==> config.mk <==
export PLATFORM = sky130hd
export DESIGN_NAME = burstSequencer
export DESIGN_NICKNAME = d
export VERILOG_FILES = /design/src/rtl/burstSeqPkg.sv /design/src/rtl/seqCtrl.sv /design/src/rtl/seqPath.sv /design/src/rtl/burstSequencer.sv
export SDC_FILE = /design/constraint.sdc
export NUM_CORES = 1
export LEC_CHECK = 0
export BUFFER_PORTS_ARGS = -buffer_cell sky130_fd_sc_hd__buf_2
export CAP_MARGIN = 25
export CORE_MARGIN = 8
export CORE_UTILIZATION = 38
export CTS_CLUSTER_SIZE = 8
export DETAILED_ROUTE_END_ITERATION = 8
export MAX_ROUTING_LAYER = met4
export SLEW_MARGIN = 20
export SYNTH_ARGS = -nofsm -noshare
export SYNTH_HDL_FRONTEND = slang
export SYNTH_SLANG_ARGS = --single-unit
==> constraint.sdc <==
create_clock -name clk -period 10.71 [get_ports clk]
set_input_delay 0.5355 -clock clk [delete_from_list [all_inputs] [get_ports clk]]
set_output_delay 0.5355 -clock clk [all_outputs]
set_load 0.05 [all_outputs]
==> src/rtl/burstSeqPkg.sv <==
package burstSeqPkg;
  localparam int ADDR_W    = 32;
  localparam int DATA_W    = 32;
  localparam int MAX_BEATS = 4;
  localparam int Q_DEPTH   = 4;
  localparam int PTR_W     = $clog2(Q_DEPTH);
  localparam int BEAT_W    = $clog2(MAX_BEATS);

  typedef enum logic [1:0] {
    KIND_ONE  = 2'b00,
    KIND_TWO  = 2'b01,
    KIND_FOUR = 2'b10,
    KIND_RSVD = 2'b11
  } burstKind_e;

  typedef struct packed {
    logic              stageLoad;
    logic              push;
    logic              pop;
    logic [PTR_W-1:0]  wrPtr;
    logic [PTR_W-1:0]  rdPtr;
    logic [BEAT_W-1:0] beatIdx;
  } seqStrobes_t;

  // index of the final beat for a kind
  function automatic logic [BEAT_W-1:0] lastIdx(input logic [1:0] k);
    case (k)
      KIND_ONE: lastIdx = BEAT_W'(0);
      KIND_TWO: lastIdx = BEAT_W'(1);
      default:  lastIdx = BEAT_W'(MAX_BEATS - 1);
    endcase
  endfunction
endpackage

==> src/rtl/seqCtrl.sv <==
module seqCtrl
  import burstSeqPkg::*;
(
  input  logic              clk,
  input  logic              rst,
  input  logic              reqValid,
  input  logic [1:0]        reqKind,
  input  logic              dataReady,
  input  logic [BEAT_W-1:0] headLen,
  output logic              reqReady,
  output logic              addrValid,
  output logic              dataValid,
  output logic              dataLast,
  output seqStrobes_t       strobes
);
  localparam int CNT_W = PTR_W + 2;

  logic [PTR_W:0]    fill;
  logic              stageValid;
  logic [PTR_W-1:0]  wrPtr, rdPtr;
  logic [BEAT_W-1:0] beatIdx;
  logic              accept, good, beatAdv, atLast, pop;

  always_comb begin
    reqReady  = ({1'b0, fill} + CNT_W'(stageValid)) < CNT_W'(Q_DEPTH);
    accept    = reqValid && reqReady;
    good      = accept && (reqKind != KIND_RSVD);
    dataValid = (fill != '0);
    beatAdv   = dataValid && dataReady;
    atLast    = (beatIdx == headLen);
    pop       = beatAdv && atLast;
    dataLast  = dataValid && atLast;
    addrValid = stageValid;
    strobes.stageLoad = good;
    strobes.push      = stageValid;
    strobes.pop       = pop;
    strobes.wrPtr     = wrPtr;
    strobes.rdPtr     = rdPtr;
    strobes.beatIdx   = beatIdx;
  end

  function automatic logic [PTR_W-1:0] nextPtr(input logic [PTR_W-1:0] p);
    nextPtr = (p == PTR_W'(Q_DEPTH - 1)) ? '0 : p + PTR_W'(1);
  endfunction

  always_ff @(posedge clk) begin
    if (rst) begin
      fill       <= '0;
      stageValid <= 1'b0;
      wrPtr      <= '0;
      rdPtr      <= '0;
      beatIdx    <= '0;
    end else begin
      stageValid <= good;
      if (stageValid) wrPtr <= nextPtr(wrPtr);
      if (pop) rdPtr <= nextPtr(rdPtr);
      case ({stageValid, pop})
        2'b10:   fill <= fill + (PTR_W+1)'(1);
        2'b01:   fill <= fill - (PTR_W+1)'(1);
        default: fill <= fill;
      endcase
      if (pop)          beatIdx <= '0;
      else if (beatAdv) beatIdx <= beatIdx + BEAT_W'(1);
    end
  end
endmodule

==> src/rtl/seqPath.sv <==
module seqPath
  import burstSeqPkg::*;
(
  input  logic                        clk,
  input  logic                        rst,
  input  seqStrobes_t                 strobes,
  input  logic [ADDR_W-1:0]           reqAddr,
  input  logic [1:0]                  reqKind,
  input  logic [MAX_BEATS*DATA_W-1:0] reqWords,
  output logic [ADDR_W-1:0]           addrOut,
  output logic [1:0]                  addrKind,
  output logic [DATA_W-1:0]           dataOut,
  output logic [ADDR_W-1:0]           dataAddr,
  output logic [BEAT_W-1:0]           headLen
);
  logic [DATA_W-1:0] inWord [MAX_BEATS];
  logic [DATA_W-1:0] stWord [MAX_BEATS];
  logic [ADDR_W-1:0] stAddr;
  logic [1:0]        stKind;

  logic [ADDR_W-1:0] qAddr [Q_DEPTH];
  logic [BEAT_W-1:0] qLen  [Q_DEPTH];
  logic [DATA_W-1:0] qWord [Q_DEPTH][MAX_BEATS];

  for (genvar b = 0; b < MAX_BEATS; b++) begin : gSplit
    assign inWord[b] = reqWords[b*DATA_W +: DATA_W];
  end

  // address slot register
  always_ff @(posedge clk) begin
    if (rst) begin
      stAddr <= '0;
      stKind <= '0;
      for (int b = 0; b < MAX_BEATS; b++) stWord[b] <= '0;
    end else if (strobes.stageLoad) begin
      stAddr <= reqAddr;
      stKind <= reqKind;
      for (int b = 0; b < MAX_BEATS; b++) stWord[b] <= inWord[b];
    end
  end

  // pending burst storage, written from the address slot
  always_ff @(posedge clk) begin
    if (strobes.push) begin
      qAddr[strobes.wrPtr] <= stAddr;
      qLen[strobes.wrPtr]  <= lastIdx(stKind);
      for (int b = 0; b < MAX_BEATS; b++) qWord[strobes.wrPtr][b] <= stWord[b];
    end
  end

  always_comb begin
    addrOut  = stAddr;
    addrKind = stKind;
    dataOut  = qWord[strobes.rdPtr][strobes.beatIdx];
    dataAddr = qAddr[strobes.rdPtr];
    headLen  = qLen[strobes.rdPtr];
  end
endmodule

==> src/rtl/burstSequencer.sv <==
module burstSequencer
  import burstSeqPkg::*;
(
  input  logic                        clk,
  input  logic                        rst,
  input  logic                        reqValid,
  output logic                        reqReady,
  input  logic [ADDR_W-1:0]           reqAddr,
  input  logic [1:0]                  reqKind,
  input  logic [MAX_BEATS*DATA_W-1:0] reqWords,
  output logic                        addrValid,
  output logic [ADDR_W-1:0]           addrOut,
  output logic [1:0]                  addrKind,
  output logic                        dataValid,
  input  logic                        dataReady,
  output logic [DATA_W-1:0]           dataOut,
  output logic [ADDR_W-1:0]           dataAddr,
  output logic                        dataLast
);
  seqStrobes_t       strobes;
  logic [BEAT_W-1:0] headLen;

  seqCtrl u_ctrl (
    .clk(clk), .rst(rst), .reqValid(reqValid), .reqKind(reqKind),
    .dataReady(dataReady), .headLen(headLen), .reqReady(reqReady),
    .addrValid(addrValid), .dataValid(dataValid), .dataLast(dataLast),
    .strobes(strobes)
  );

  seqPath u_path (
    .clk(clk), .rst(rst), .strobes(strobes), .reqAddr(reqAddr),
    .reqKind(reqKind), .reqWords(reqWords), .addrOut(addrOut),
    .addrKind(addrKind), .dataOut(dataOut), .dataAddr(dataAddr),
    .headLen(headLen)
  );
endmodule

==> results of run 1 <==
==> state kept, by name, summed over array words and instances, names as in the netlist, named ones only <==
register          count
u_ctrl.rdPtr          2
u_ctrl.fill           3
u_ctrl.wrPtr          2
u_path.qLen           8
u_path.addrKind       2
u_path.qWord        512
u_path.qAddr        128
u_path.addrOut       32
u_path.stWord       128
u_ctrl.beatIdx        2
u_ctrl.addrValid      1
==> area by class of cell <==
cell class	count	area (µm²)	area share (%)
Sequential cell	822	24240	66.86
Multi-Input combinational cell	415	5899	16.28
Clock buffer	151	2980	8.223
Timing Repair Buffer	292	1609	4.439
Tap cell	1060	1326	3.659
Clock inverter	10	158.9	0.4384
Inverter	7	31.28	0.08630
Antenna cell	2	5.005	0.01381
==> path summary, 6_finish.rpt <==
| kind | start | endpoint | slack [ns] |
|---|---|---|---|
| hold / removal | reqAddr[18] | u_path.addrOut[18] | 0.08 |
| setup reg to reg | flip-flop | u_ctrl.fill[2] | 7.08 |
| hold reg to reg | u_path.stWord[3][10] | u_path.qWord[2][10] | 0.46 |
| setup / recovery | flip-flop | dataOut[10] | 6.09 |
==> worst reg2reg max path, delay by kind of cell (launching register included) <==
| kind | cells | cell delay [ns] |
|---|---|---|
| AO/OA/AOI/OAI | 1 | 0.17 |
| adder cells (fa/ha/maj) | 2 | 0.60 |
| AND/OR/NAND/NOR | 3 | 1.02 |
| buffers and inverters | 3 | 0.90 |
| XOR/XNOR | 1 | 0.17 |
| flip-flops | 1 | 0.74 |
==> cells by family (layout without fill, tap and decap cells) <==
| family | Yosys count | after routing | synth area share (%) |
|---|---|---|---|
| DFF | 822 | 822 | 79.42 |
| muxes | 197 | 197 | 14.34 |
| and+or+nand+nor | 158 | 158 | 3.188 |
| buffers and inverters | 74 | 460 | 1.333 |
| AOI/OAI and AO/OA | 45 | 45 | 1.173 |
| xor gates and xnor gates | 8 | 8 | 0.2297 |
| adders and majority gates | 7 | 7 | 0.3118 |
| other | 0 | 2 | 0 |
==> per-stage QoR <==
| stage | total power (W) | setup slack, ns | util [%] | area (µm²) |
|---|---|---|---|---|
| after floorplan | 0.004050 | 5.577 | - | 30500 |
| after global placement | 0.004184 | 6.138 | 41.21 | 32980 |
| after detailed placement | 0.004196 | 6.122 | 41.21 | 32980 |
| after CTS | 0.007388 | 5.415 | 45.13 | 36120 |
| after global routing | 0.007548 | 5.697 | 45.29 | 36240 |
| final | 0.007298 | 6.095 | 45.29 | 36250 |
==> placed cells by master (no fill, tap or decap), drive strengths merged <==
| master | n |
|---|---|
| a31oi | 2 |
| nand2 | 3 |
| or3 | 2 |
| edfxtp | 776 |
| o21ai | 3 |
| or4b | 2 |
| and2 | 132 |
| a22o | 34 |
| xnor2 | 3 |
| nor3 | 3 |
| clkbuf | 151 |
| fa | 1 |
| buf | 292 |
| nor4b | 2 |
| nand3 | 4 |
| mux2i | 5 |
| xor2 | 5 |
| diode | 2 |
| or2 | 1 |
| ha | 6 |
| nor3b | 2 |
| o21a | 1 |
| inv | 10 |
| mux4 | 192 |
| a21oi | 5 |
| clkinv | 7 |
| dfxtp | 46 |
| nor2 | 7 |
==> per-layer routing <==
metal | part of all wire (%) | wire (µm) | vias to the layer above
met4 | 2.1 | 1330 | 0
met2 | 50 | 31150 | 375
li1 | - | - | 6105
met3 | 4.7 | 2938 | 111
met5 | 0 | 0 | -
met1 | 43 | 26620 | 7275
==> Yosys cell counts <==
cell type	n
or2_2	1
o21ai_0	3
nor2_2	1
nor2_1	6
dfxtp_1	46
o21a_1	1
nand2_1	3
a21oi_1	5
or3_1	2
ha_1	6
inv_1	7
buf_1	2
nor3_1	3
fa_1	1
nor4b_1	2
a22o_1	34
mux4_2	192
buf_2	21
xor2_1	5
buf_4	1
nand3_1	4
mux2i_1	5
clkbuf_2	1
edfxtp_1	776
xnor2_1	3
a31oi_1	2
or4b_1	2
nor3b_1	2
buf_6	13
and2_1	132
clkbuf_1	29
==> report_power, final <==
group / total, W / switching (W) / leakage (nW) / internal, W
Combinational: 0.000417 / 0.000265 / 2.91 / 0.000151
Clock: 0.00317 / 0.00126 / 1.51 / 0.00191
Sequential: 0.00371 / 0.0000674 / 7.74 / 0.00364
Total: 0.00730 / 0.00159 / 12.2 / 0.00570
==> metrics.txt, run 1 <==
post-synth top area cell=edfxtp_1; max_slew headroom=34.70%; input/output buffers=267; Final min period=4.615 ns; post-route ant nets=0; first-pass GRT wire length=between 90000 and 100000 µm; busiest grt layer=met2; Initial Utilization=roughly two fifths; clock root cell=clkbuf_16; syn nets=1484; CP startpoint kind=flip-flop; layout cells sized above 1=a little over a third; Pwr Density=201.4 nW/µm²; hold depth=2; CP cell instances=buf_4 > buf_4 > mux4_2 > mux4_2 > buf_2; met3 usage=2.907%; worst ir drop on vdd=138.7 µV; critical-path maximum fanout=44; Max Cap Viol=0; Yosys top cell area share=around three quarters; cts repair resizes=0; RSZ-0062 raised after global routing=no; hold_buf cts=0; non-filler cells, final=about 2800; row cnt=104; via count=13866; Initial DRC Count=877; Max Root-Sink Buffers=3; vias in the first global route=15835; GRT met1 Usage=17.60%; WL/cell=22.49 µm; highest clock rate=0.2167 GHz; initial antenna violation count=6; Synth Register Bits=around 820; crit end category=primary output; CTS tree=done; Final nets=roughly 1800; largest net degree at the start of global routing=84; CP max-delay cell=buf_4; Num CTS Buffers=~110; Slowest Stage Delay on Critical Path=between 0.7 and 0.8 ns; clk_lat worst skew=roughly 0.66 ns; M2 GR Usage=23.45%; clk_skew=0.04843 ns; hpwl dp=34410 µm; worst-margin pin slew=between 0.9 and 1 ns; cells after synthesis=1311; final hold viol count=0; H-tree levels=3; final setup fails=0; Setup TNS Final=0 ns; Post CTS Setup Buffer Count=0; die footprint=89580 µm²; Core Region=80030 µm²; Die Wd=299.3 µm; GPL Wtd Cong=0.6922; path length in cells of the critical path=5; CP Class=flip-flop to primary output; cells on worst reg2reg path=10; synthesized cell area=30500 µm²; WP data arrival=4.08 ns; # IOs=between 200 and 300; clk sinks=822; total track usage=about 14%; First-pass DRT Iterations=5; hold_ws=0.07790 ns; register area share after synthesis=between 70% and 80%; delay-heaviest family, CP=buffers and inverters; final worst path period share=between 40% and 50%; Max Slew Vio Count=0; placed cell count=2591; outcome=completed; leakage=12.16 nW; Buf/Inv on CP=3; GRT overflow=0; Filler cells=6697; Die Height=approximately 300 µm; WP data required=10.17 ns; yosys warns=0; Worst-path clk slew=0.05 ns; Cell variety after synth=31; vias per cell=5.026; WL final=between 60000 and 70000 µm; Mean Syn Cell Area=between 20 and 25 µm²; HP Class=input port to flip-flop; synth top area cells=edfxtp_1, mux4_2, dfxtp_1, and2_1, a22o_1; DRC violations left=0; Layout area overhead=18.84%
(Power assumes the default switching activity.)
==> run 2: changes to the inputs <==
clock period = 4.68 ns   (was 10.71 ns; I/O delays follow)
==> run 2 against run 1 <==
Clock power rose by 130%. Routed wire length rose by 3.6%. Critical path type unchanged. Global-route usage rose by 0.69 points. Critical endpoint is now dataOut[30]. Core utilization rose by 2.1 points. Design area rose by 4.7%. Total power rose by 130%. Setup slack got worse by 5.1 ns. Critical path depth fell by 1.
==> metrics.txt, run 2 (same netlist as run 1, synthesis figures left out) <==
Layout area overhead=24.44%; Max Slew Vio Count=0; initial antenna violation count=2; GRT overflow=0; most common cell after layout, fill and taps aside=edfxtp_1; Final nets=1982; total track usage=14.83%; cells on worst reg2reg path=10; outcome=completed; FF-to-FF End=u_ctrl.fill[2]; input/output buffers=267; cts repair resizes=0; vias per cell=4.983; placed cell count=2591; Storage cell area=24240 µm²; Die Wd=299.3 µm; Pwr Density=444.6 nW/µm²; hpwl dp=34790 µm; clk_skew=0.03610 ns; hold_buf cts=163; Largest Register=u_path.qWord; worst-margin pin slew=0.9716 ns; hold path endpoint=u_ctrl.beatIdx[1]; via count=14586; CP startpoint kind=flip-flop; Initial Utilization=38.11%; vias in the first global route=16809; Worst-path clk slew=approximately 0.05 ns; max reg flops=512; CP Class=flip-flop to primary output; Seq pwr share=50.3%; WL final=64280 µm; largest net degree at the start of global routing=129; leakage=12.84 nW; CTS tree=done; crit end category=primary output; sw frac=21.54%; clock power share=43.4%; row cnt=104; Core Region=about 80000 µm²; Final min period=~3.7 ns; Die Height=299.3 µm; H-tree levels=3; clk sinks=slightly above 800; cell-internal power=0.01324 W; WP data arrival=3.43 ns; WP data required=4.45 ns; Num CTS Buffers=113; Post CTS Setup Buffer Count=0; # IOs=268; non-filler cells, final=between 2000 and 3000; Gate power share=6.3%; final worst path period share=slightly below 80%; layout cells sized above 1=32.89%; Max Cap Viol=0; die footprint=89580 µm²; Multi-input gate area=5899 µm²; final hold viol count=0; GPL Wtd Cong=0.6977; Setup TNS Final=0 ns; clk_lat worst skew=about 0.65 ns; hold depth=4; worst ir drop on vdd=291.9 µV; Initial DRC Count=797; clock root cell=clkbuf_16; max_slew headroom=35.23%; Hold Startpoint=dataReady; DRC violations left=0; biggest regs=u_path.qWord x512, u_path.qAddr x128, u_path.stWord x128; highest clock rate=0.2727 GHz; First-pass DRT Iterations=5; final setup fails=0; most frequent cells in the layout=edfxtp_1, buf_2, mux4_2; post-route ant nets=0; critical-path maximum fanout=57; P_sw=0.003634 W; RSZ-0062 raised after global routing=no; first-pass GRT wire length=99970 µm; Reg2Reg Setup Slack=about 1.6 ns; Filler cells=about 6600; HP Class=input port to flip-flop; WL/cell=between 20 and 25 µm; Max Root-Sink Buffers=3
-- run 2: stage by stage --
| step | area, µm² | hold WS, ns | worst slack [ns] | util [%] | power (W) |
|---|---|---|---|---|---|
| CTS | 37950 | 0.01662 | 0.8443 | 47.42 | 0.01710 |
| global route | 37950 | 0.07199 | 0.7171 | 47.42 | 0.01746 |
| floorplan | 30510 | 0.3597 | 0.02273 | - | 0.009257 |
| detailed placement | 33130 | 0.4463 | 1.567 | 41.40 | 0.009614 |
| global placement | 33130 | 0.4423 | 1.583 | 41.40 | 0.009587 |
| finish | 37950 | 0.05999 | 1.013 | 47.43 | 0.01687 |
-- run 2: worst max path at each step --
stage / end / slack [ns] / depth (start not counted)
after CTS: dataOut[14] / 0.84 / 4
final: dataOut[30] / 1.01 / 4
after floorplan: u_path.stWord[0][0] / 0.02 / 4
after global placement: u_ctrl.fill[2] / 1.58 / 10
after detailed placement: u_ctrl.fill[2] / 1.57 / 10
after global routing: dataOut[11] / 0.72 / 4
-- run 2: power by group through the flow --
| stage | Clock [W] | Sequential (W) | Combinational (W) |
|---|---|---|---|
| 6_report | 0.00731 | 0.00849 | 0.00107 |
| 3_3_place_gp | 0 | 0.00861 | 0.000981 |
| 2_1_floorplan | 0 | 0.00863 | 0.000627 |
| 3_5_place_dp | 0 | 0.00863 | 0.000985 |
| 5_1_grt | 0.00780 | 0.00851 | 0.00115 |
| 4_1_cts | 0.00752 | 0.00849 | 0.00109 |
-- run 2: metal layers --
layer | vias to the layer above | GRT usage, % | wire, µm | share of wire, %
met2 | 402 | 24.12 | 31570 | 49
met1 | 7651 | 18.67 | 27630 | 43
met4 | 0 | 4.217 | 1288 | 2.0
li1 | 6428 | - | - | -
met3 | 105 | 3.455 | 3798 | 5.9
met5 | - | - | 0 | 0
-- run 2: final cells by class --
type	count	area share [%]
clock buffer	162	7.991
antenna	3	0.01978
timing repair buffer	450	8.611
inverter	7	0.07912
tap	1060	3.495
clock inverter	8	0.4022
multi-input combinational	415	15.54
sequential	822	63.86
-- run 2: critical path, stage by stage, from the launching register on --
cell	delay, ns
dfxtp_4	0.88
buf_12	0.43
mux4_2	0.58
mux4_2	0.49
buf_2	0.25
==> run 3: changes to the inputs <==
clock period = 3.5 ns   (was 4.68 ns; I/O delays follow)
==> run 3 against run 2 <==
Combinational power increased by 38%. Design area increased by 0.62%. Routed wire length increased by 1.0%. Via count increased by 0.20%. Count of clock-buffer cells in the layout decreased by 10. Sequential power increased by 33%. Die area unchanged. Clock skew decreased by 0.016 ns. Register-to-register slack got worse by 0.88 ns. Global-route usage increased by 0.070 points. Final cell count increased by 0.51%. Clock power increased by 32%.
==> metrics.txt, run 3 (same netlist as run 1, synthesis figures left out) <==
first-pass GRT wire length=99660 µm; Die Wd=299.3 µm; layout cells sized above 1=34.13%; CP startpoint kind=flip-flop; vias per cell=4.968; Post CTS Setup Buffer Count=0; GPL Wtd Cong=~0.70; worst ir drop on vdd=405.3 µV; Core Region=80030 µm²; most frequent cells in the layout=edfxtp_1, buf_2, mux4_2; FF-to-FF End=u_ctrl.fill[2]; HP Class=input port to flip-flop; Max Cap Viol=0; outcome=completed; WP data arrival=3.18 ns; clock power share=42.9%; highest clock rate=just under 0.3 GHz; hold depth=2; Num CTS Buffers=113; final worst path period share=between 90% and 100%; Max Slew Vio Count=0; Layout area overhead=25.21%; Hold Startpoint=reqWords[66]; WL final=64950 µm; total track usage=between 10 and 15%; critical-path maximum fanout=39; largest net degree at the start of global routing=94; WL/cell=22.08 µm; Filler cells=around 6600; cells on worst reg2reg path=10; max reg flops=~500; sw frac=21.47%; Worst-path clk slew=about 0.05 ns; First-pass DRT Iterations=4; Initial DRC Count=835; initial antenna violation count=4; P_sw=~0.0048 W; RSZ-0062 raised after global routing=no; Largest Register=u_path.qWord; H-tree levels=3; die footprint=89580 µm²; final setup fails=0; Initial Utilization=a little under two fifths; WP data required=3.32 ns; Pwr Density=588.1 nW/µm²; Gate power share=between 6 and 7%; hold path endpoint=u_path.stWord[2][2]; cell-internal power=0.01764 W; placed cell count=2620; max_slew headroom=a little over two fifths; via count=approximately 15000; CTS tree=done; post-route ant nets=0; non-filler cells, final=between 2000 and 3000; clk_lat worst skew=0.64 ns; clk_skew=0.02014 ns; Setup TNS Final=0 ns; GRT overflow=0; final hold viol count=0; Seq pwr share=50.5%; hpwl dp=37370 µm; Die Height=299.3 µm; CP Class=flip-flop to primary output; DRC violations left=0; Reg2Reg Setup Slack=0.68 ns; row cnt=approximately 100; most common cell after layout, fill and taps aside=edfxtp_1; clock root cell=clkbuf_16; Final nets=2011; # IOs=268; worst-margin pin slew=0.8566 ns; input/output buffers=~270; Final min period=about 3.4 ns; leakage=12.99 nW; crit end category=primary output; clk sinks=a little over 800; vias in the first global route=16601; Max Root-Sink Buffers=3; biggest regs=u_path.qWord x512, u_path.qAddr x128, u_path.stWord x128
run 3: changes by cell type in the layout (fill, tap and decap cells not counted), sizes merged:
cell	before	now
clkinv	6	1
buf	287	316
diode	3	1
clkinvlp	1	2
bufinv	1	0
clkbuf	162	152
inv	7	10
run 3: through the flow:
stage	utilization, %	instance area [µm²]	setup WS (ns)	power, W	hold slack [ns]
after floorplan	-	30550	0.008645	0.01238	0.3005
after global placement	41.79	33440	0.6109	0.01285	0.3845
after detailed placement	41.79	33440	0.5875	0.01289	0.3861
after CTS	47.70	38170	0.05441	0.02278	0.02568
after global routing	47.72	38190	0.006748	0.02325	0.04498
final	47.72	38190	0.1471	0.02246	0.05898
run 3: what timing repair did:
action                     4_1_cts  5_1_grt
hold endpoints to repair       172        0
gates resized for setup          1        2
setup endpoints to repair       10        1
hold buffers                   163        0
run 3: worst max-delay path by stage:
stage / end / from / slack, ns
final: dataOut[2] / flip-flop / 0.15
after floorplan: u_path.stWord[0][0] / u_ctrl.addrValid / 0.009
after detailed placement: dataOut[5] / flip-flop / 0.59
after global routing: dataOut[2] / flip-flop / 0.007
after CTS: dataOut[5] / flip-flop / 0.05
after global placement: dataOut[2] / flip-flop / 0.61
run 3: layout make-up:
| class | instances | area [µm²] | area share [%] |
|---|---|---|---|
| Clock inverter | 6 | 80.08 | 0.2097 |
| Tap cell | 1060 | 1326 | 3.473 |
| Antenna cell | 1 | 2.502 | 0.006553 |
| Clock buffer | 152 | 3017 | 7.899 |
| Sequential cell | 822 | 24240 | 63.47 |
| Timing Repair Buffer | 479 | 3580 | 9.374 |
| Multi-Input combinational cell | 415 | 5914 | 15.49 |
| Inverter | 7 | 30.03 | 0.07863 |
run 3: power groups by stage:
stage	combinational (W)	sequential [W]	clock [W]
floorplan	0.000840	0.0115	0
global placement	0.00136	0.0115	0
detailed placement	0.00137	0.0115	0
CTS	0.00152	0.0113	0.00993
global route	0.00158	0.0114	0.0103
finish	0.00148	0.0113	0.00964
run 3: routing by layer:
layer | vias up | global-route usage (%) | wire [µm] | share of wire (%)
met5 | - | - | 0 | 0
met4 | 0 | 4.561 | 1368 | 2.1
met3 | 98 | 3.087 | 3362 | 5.2
met2 | 373 | 24.39 | 32520 | 50
met1 | 7658 | 18.74 | 27700 | 43
li1 | 6486 | - | - | -
run 3: worst max-delay path: stages, from the launching register on:
cell and delay [ns]:
dfxtp_4 0.40, buf_4 0.51, buf_6 0.44, mux4_2 0.37, mux4_2 0.51, buf_2 0.24
